### src/rtl/adbus_pkg.sv
// Package: shared cycle-kind encoding for the bus splitter.
// Assumes the one-hot output bit index equals the enum value.
package adbus_pkg;

    localparam int KIND_N = 6;

    typedef enum logic [2:0] {
        CK_MEM_RD = 3'd0,
        CK_MEM_WR = 3'd1,
        CK_IO_RD  = 3'd2,
        CK_IO_WR  = 3'd3,
        CK_IDLE   = 3'd4,
        CK_BAD    = 3'd5
    } cyc_kind_e;

endpackage

### src/rtl/adbus_lo_latch.sv
// Low address capture: transparent while the strobe is high, holds afterwards.
// Assumes the strobe is synchronous to clk and that the shared lines settle
// while it is high.
module adbus_lo_latch #(
    parameter int W = 8
) (
    input  logic         clk,
    input  logic         rst_n,
    input  logic         strobe,
    input  logic [W-1:0] bus_in,
    output logic [W-1:0] lo_addr
);

    logic [W-1:0] held_q;

    // Keep the last byte seen while the strobe was high.
    always_ff @(posedge clk) begin
        if (!rst_n)
            held_q <= '0;
        else if (strobe)
            held_q <= bus_in;
    end

    // Pass the bus straight through during the strobe, else the held byte.
    always_comb begin
        lo_addr = strobe ? bus_in : held_q;
    end

endmodule

### src/rtl/adbus_ctl_decode.sv
// Control decoder: maps select, write and read lines to a cycle kind.
// Assumes active-low read/write strobes; both low is forbidden.
module adbus_ctl_decode
    import adbus_pkg::*;
(
    input  logic      io_sel,
    input  logic      wr_n,
    input  logic      rd_n,
    output cyc_kind_e kind
);

    // Classify the current control code.
    always_comb begin
        unique case ({wr_n, rd_n})
            2'b00:   kind = CK_BAD;
            2'b11:   kind = CK_IDLE;
            2'b10:   kind = io_sel ? CK_IO_RD : CK_MEM_RD;
            default: kind = io_sel ? CK_IO_WR : CK_MEM_WR;
        endcase
    end

endmodule

### src/rtl/adbus_wait_ctl.sv
// Transfer control: wait/complete handshake, buffer direction, sticky error.
// Assumes kind is stable for the whole access.
module adbus_wait_ctl
    import adbus_pkg::*;
(
    input  logic      clk,
    input  logic      rst_n,
    input  cyc_kind_e kind,
    input  logic      ready,
    output logic      cyc_wait,
    output logic      cyc_done,
    output logic      drive_cpu,
    output logic      err_flag
);

    logic is_xfer;
    logic is_read;
    logic err_q;

    // Identify real transfers and the reads among them.
    always_comb begin
        is_xfer   = (kind == CK_MEM_RD) || (kind == CK_MEM_WR) ||
                    (kind == CK_IO_RD)  || (kind == CK_IO_WR);
        is_read   = (kind == CK_MEM_RD) || (kind == CK_IO_RD);
        cyc_wait  = is_xfer && !ready;
        cyc_done  = is_xfer && ready;
        drive_cpu = is_read;
    end

    // Latch any forbidden cycle until reset.
    always_ff @(posedge clk) begin
        if (!rst_n)
            err_q <= 1'b0;
        else if (kind == CK_BAD)
            err_q <= 1'b1;
    end

    assign err_flag = err_q;

endmodule

### src/rtl/adbus_demux.sv
// Top: splits the time-shared bus into a 16-bit address and decodes cycles.
// Assumes one processor master; upper address lines are never shared.
module adbus_demux
    import adbus_pkg::*;
#(
    parameter int LO_W = 8,
    parameter int HI_W = 8
) (
    input  logic                   clk,
    input  logic                   rst_n,
    input  logic [LO_W-1:0]        ad_lo,
    input  logic [HI_W-1:0]        addr_hi_in,
    input  logic                   addr_strobe,
    input  logic                   rd_n,
    input  logic                   wr_n,
    input  logic                   io_sel,
    input  logic                   ready,
    output logic [LO_W+HI_W-1:0]   addr_out,
    output logic [KIND_N-1:0]      kind_oh,
    output logic                   cyc_wait,
    output logic                   cyc_done,
    output logic                   drive_cpu,
    output logic                   err_flag
);

    localparam int ADDR_W = LO_W + HI_W;

    logic [LO_W-1:0] lo_addr;
    cyc_kind_e       kind;

    adbus_lo_latch #(.W(LO_W)) u_lo (
        .clk     (clk),
        .rst_n   (rst_n),
        .strobe  (addr_strobe),
        .bus_in  (ad_lo),
        .lo_addr (lo_addr)
    );

    adbus_ctl_decode u_dec (
        .io_sel (io_sel),
        .wr_n   (wr_n),
        .rd_n   (rd_n),
        .kind   (kind)
    );

    adbus_wait_ctl u_wait (
        .clk       (clk),
        .rst_n     (rst_n),
        .kind      (kind),
        .ready     (ready),
        .cyc_wait  (cyc_wait),
        .cyc_done  (cyc_done),
        .drive_cpu (drive_cpu),
        .err_flag  (err_flag)
    );

    // Join the upper lines with the captured low byte.
    always_comb begin
        addr_out = ADDR_W'({addr_hi_in, lo_addr});
    end

    // Expand the cycle kind into one strobe per kind.
    for (genvar k = 0; k < KIND_N; k++) begin : g_oh
        assign kind_oh[k] = (kind == cyc_kind_e'(3'(k)));
    end

endmodule

### config.mk
export PLATFORM = sky130hd
export DESIGN_NAME = adbus_demux
export DESIGN_NICKNAME = d
export VERILOG_FILES = /design/src/rtl/adbus_pkg.sv /design/src/rtl/adbus_lo_latch.sv /design/src/rtl/adbus_ctl_decode.sv /design/src/rtl/adbus_wait_ctl.sv /design/src/rtl/adbus_demux.sv
export SDC_FILE = /design/constraint.sdc
export NUM_CORES = 1
export LEC_CHECK = 0
export BUFFER_PORTS_ARGS = -buffer_cell sky130_fd_sc_hd__clkbuf_2
export CORE_MARGIN = 5
export CORE_UTILIZATION = 34
export CTS_BUF_LIST = sky130_fd_sc_hd__clkbuf_2 sky130_fd_sc_hd__clkbuf_4 sky130_fd_sc_hd__clkbuf_8
export DETAILED_ROUTE_END_ITERATION = 10
export PLACE_DENSITY = 0.76
export SETUP_SLACK_MARGIN = 0.02
export SLEW_MARGIN = 25
export SYNTH_ARGS = -nofsm -noshare
export SYNTH_HDL_FRONTEND = slang
export SYNTH_HIERARCHICAL = 1
export SYNTH_SLANG_ARGS = --single-unit
### constraint.sdc
create_clock -name clk -period 0.9 [get_ports clk]
set_input_delay 0.135 -clock clk [delete_from_list [all_inputs] [get_ports clk]]
set_output_delay 0.135 -clock clk [all_outputs]
set_load 0.03 [all_outputs]
# Word level (Yosys, flattened, before mapping)
# Cells that the tools add are included.
dict set report op_classes {
  n_reduce_logical 9
  muxes 4
  eq_ne 7
}
# op count
set ops {}
lappend ops {{one-hot mux 3 bit (3 select lines)} 1}
lappend ops {{2-to-1 mux 8 bit} 1}
lappend ops {{== test 3 x 2 -> 1 bit, second input constant} 2}
lappend ops {{== test 3 bit, second input constant} 2}
lappend ops {{== test 2 bit, second input constant} 2}
lappend ops {{logical OR 1 bit} 4}
lappend ops {{2-to-1 mux 2 bit} 2}
lappend ops {{== test 3 x 1 -> 1 bit, second input constant} 1}
lappend ops {{zero test 3 bit} 1}
lappend ops {{logical AND 1 bit} 2}
lappend ops {{zero test 2 bit} 1}
lappend ops {{zero test 1 bit} 1}
dict set report word_totals {
  inputBits 23
  register_bits 9
  word_cells 22
  out_inout_bits 26
}

# Depth between registers and ports, before layout
dict set report logic_depth {
  word_depth 7
  depth_mapped 5
  ltp_nobuf 5
}

# Hierarchy
# Netlist, hierarchy kept.
# mod instances area_each_um2 cells_each seq_area_each_um2
set modules_own_cells {}
lappend modules_own_cells {adbus_lo_latch 1 344.1 25 160.2}
lappend modules_own_cells {adbus_demux 1 107.6 14 0.0}
lappend modules_own_cells {adbus_ctl_decode 1 62.6 8 0.0}
lappend modules_own_cells {adbus_wait_ctl 1 50.0 7 20.0}

# Worst setup path after synthesis
# No wires, ideal clock.
dict set report synth_timing {
  path_kind {input port to output port}
  from {in wr_n}
  to {out kind_oh[2]}
  arrival_ps 1389
  path_buffers 0
  required_time_ps 765
  setup_slack_ps -624
  path_stages 4
  cell_sequence {inv_1 -> ha_1 -> or2_1 -> nor3b_1}
}
dict set report synth_via {
  elab_chain_cells 3
  word_cells_on_any_way 5
  classes_between {eq/ne: 3; mux: 1; reduce/logical: 1}
}
# element line_no
set synth_rtl {}
lappend synth_rtl {{start: declaration} adbus_demux.sv:15} ;# input logic wr_n,
lappend synth_rtl {{== test 2 bit or zero test 2 bit (tied branches)} adbus_ctl_decode.sv:14} ;# unique case ({wr_n, rd_n})
lappend synth_rtl {{one-hot mux 3 bit (3 select lines) *} adbus_ctl_decode.sv:14}
lappend synth_rtl {{named net kind[0]} adbus_demux.sv:29} ;# cyc_kind_e kind;
lappend synth_rtl {{== test 3 x 2 -> 1 bit *} adbus_demux.sv:64} ;# assign kind_oh[k] = (kind == cyc_kind_e'(3'(k)));
lappend synth_rtl {{end: declaration} adbus_demux.sv:19} ;# output logic [KIND_N-1:0] kind_oh,
# The timed path passes the listed nets; every way through them passes the cells marked *.

# Worst setup path after layout
dict set report layout_timing {
  from {in rd_n}
  to {out kind_oh[2]}
}
dict set report layout_via {
  elab_chain_cells 3
  word_cells_on_any_way 5
  classes_between {eq/ne: 3; mux: 1; reduce/logical: 1}
}
# element line_no
set layout_rtl {}
lappend layout_rtl {{start: declaration} adbus_demux.sv:14} ;# input logic rd_n,
lappend layout_rtl {{== test 2 bit or zero test 2 bit (tied branches)} adbus_ctl_decode.sv:14}
lappend layout_rtl {{one-hot mux 3 bit (3 select lines) *} adbus_ctl_decode.sv:14}
lappend layout_rtl {{named net kind[0]} adbus_demux.sv:29}
lappend layout_rtl {{== test 3 x 2 -> 1 bit *} adbus_demux.sv:64}
# Marks and branches as above.

==> impl_metrics.ini <==
[timing]
slew_headroom = 0.806
period_minus_slack_ns = 1.25
setup_viol = 17
setup_slack_ns = -0.353
hold_viol = 0
drv_slew = 0
rsz0062_at_grt = true
fin_crit_sh = 1.39
tightestPinTransition_ns = 0.292
hold_ws_ns = 0.228
clock_skew_ns = 0
fmax_ghz = 0.798

[layout]
layout.nets = 110
drive_gt1_frac = 0.783
num-fill-cells = 125
antennaDiodeCount = 0
area_delta_synth_final_pct = 92.9
utilization = 0.706

[pwr]
power_density_mw_per_mm2 = 1310
p_leak_uw = 0.000507
ir_drop_v = 0.000591

[outcome]
outcome = complete, but fails checks
violations = setup timing

[worst_setup_path]
startpoint_type = input port
path_max_fanout = 8
cp.arrival_ns = 1.12
end_kind = output pin
crit_type = in2out
worstPathRequired_ns = 0.76

[global_routing]
grt_usage = 0.117
grt_pass1_vias = 532
antenna_found_initial = 0
gr-total-overflow = 0
grt_pass1_wl_mm = 2.39
grt_max_degree = 11

[synthesis]
yosys-top-cells-area = dfxtp_1 (32%), mux2_4 (21%), buf_4 (11%), and2_1 (7.8%), ha_1 (6.7%)
ys_seq_elements = 9
syn-num-nets = 80
yosys.area.top_type = dfxtp_1
yosysUniqueCellTypes = 17
ys_seq_area_frac = 0.319
synth_top_area_frac = 0.319
synth_area_um2 = 564
yosys_warnings = 6
synth.avg_cell_area_um2 = 10.4
synthCells = 54

[clocking]
tritoncts = yes
numCtsBuffers = 3
numClockSinks = 9
htree_levels = 1
cts_setup_buffers = 0
path_clk_slew_ns = 0.06
cts_hold_buf = 0
clock_latency_ns = 0.25
cts_buffer_depth = 2
root_buffer = clkbuf_4

[route]
vias = 466
wl_per_cell_um = 14.5
vias_per_cell = 4.71
initialDrtViolationCount = 0
ant_nets = 0
drc = 0
firstDrtPassIters = 1
routed_wl_mm = 1.44

[die]
dieHeight_um = 50.7
io_pins = 49
initial_utilization = 0.366
die_width_um = 50.7
die_area_mm2 = 0.00257
core_area_mm2 = 0.00154
row_count = 14

[placement]
post-dp-hpwl_mm = 1.01
globalplace.congestion = 0.645
dp_slack_ns = -0.510
io_buffers = 32

[hold_path]
hold_class = in2reg

[job]
drv_cap = 0
state kept, by name, indices dropped and copies added (netlist names):
| register | flops |
|---|---|
| u_lo/held_q | 8 |
| u_wait/err_flag | 1 |
routing by layer:
metal | vias up | track usage | routed length, µm
met4 | 0 | 0.0383 | 0
met3 | 0 | 0.0385 | 159
met5 | - | 0 | 0
li1 | 229 | - | -
met2 | 23 | 0.227 | 751
met1 | 214 | 0.112 | 525
power by group:
group,switching (µW),internal (µW),total [µW]
registers,9.45,425,434
clock network,130,200,330
logic,314,343,657
total,453,968,1420
placed cells by master (no fill, tap or decap), types with 2 or more instances in the layout:
| master | instances |
|---|---|
| nor3b_4 | 3 |
| clkbuf_4 | 4 |
| dfxtp_1 | 8 |
| clkbuf_2 | 12 |
| nand2_1 | 2 |
| clkbuf_8 | 4 |
| and2_1 | 7 |
| ha_4 | 3 |
| mux2_4 | 8 |
| and3b_2 | 2 |
| clkbuf_16 | 2 |
| buf_8 | 14 |
| inv_12 | 2 |
timing repair:
item / CTS / global route
gates cloned: 1 / 0
endpoints found under the hold margin: 0 / 0
endpoints found under the setup margin: 18 / 18
gates resized for setup: 45 / 14
pin swaps: 6 / 6
path summary, 6_finish.rpt:
path	startpoint	to	slack, ns	cells past startpoint
worst max register to register	u_lo/held_q[1]$_SDFF_PN0_	u_lo/held_q[1]$_SDFF_PN0_	0.05	2
worst min register to register	u_wait/err_flag$_SDFFE_PN0N_	u_wait/err_flag$_SDFFE_PN0N_	0.46	2
worst min-delay path	rst_n	u_wait/err_flag$_SDFFE_PN0N_	0.23	3
worst max-delay path	rd_n	kind_oh[2]	-0.35	6
per-stage QoR:
stage                     cell area (µm²)  TNS [ns]  cells  total power, µW
after floorplan                       706    -0.921     54              853
after global placement                831     -5.70     94              917
after detailed placement              831     -6.07     94              927
after CTS                            1070     -4.47     99             1400
after global routing                 1090     -4.84     99             1500
final                                1090     -4.23     99             1420
synth_stat cells, drive strengths merged:
cell and count:
mux2 8, or2 1, nand4b 1, nor2 2, inv 3, dfxtp 9
o21a 1, buf 9, nor2b 1, and3b 2, nor3b 3, ha 3
nand2 2, nor3 1, and2 8
critical path, stage by stage:
cell and delay (ns):
clkbuf_16 0.12, inv_12 0.03, ha_4 0.14, or2_4 0.30
nor3b_4 0.20, clkbuf_8 0.18
kinds of logic (layout without fill, tap and decap cells):
| family | count (synthesis) | in the layout | synth area share |
|---|---|---|---|
| and+or+nand+nor | 21 | 21 | 0.242 |
| buffers and inverters | 12 | 41 | 0.146 |
| DFF | 9 | 9 | 0.319 |
| muxes | 8 | 8 | 0.213 |
| adders and majority gates | 3 | 3 | 0.0665 |
| AOI/OAI and AO/OA | 1 | 1 | 0.0133 |
final cells by class:
class	count	area, µm²	area share
Tap cell	16	20.0	0.0184
Multi-Input combinational cell	33	412	0.378
Clock buffer	4	30.0	0.0276
Timing Repair Buffer	33	395	0.363
Timing Repair inverter	1	6.26	0.00575
Sequential cell	9	181	0.167
Inverter	3	43.8	0.0402
Power figures use the tool's default switching activity.
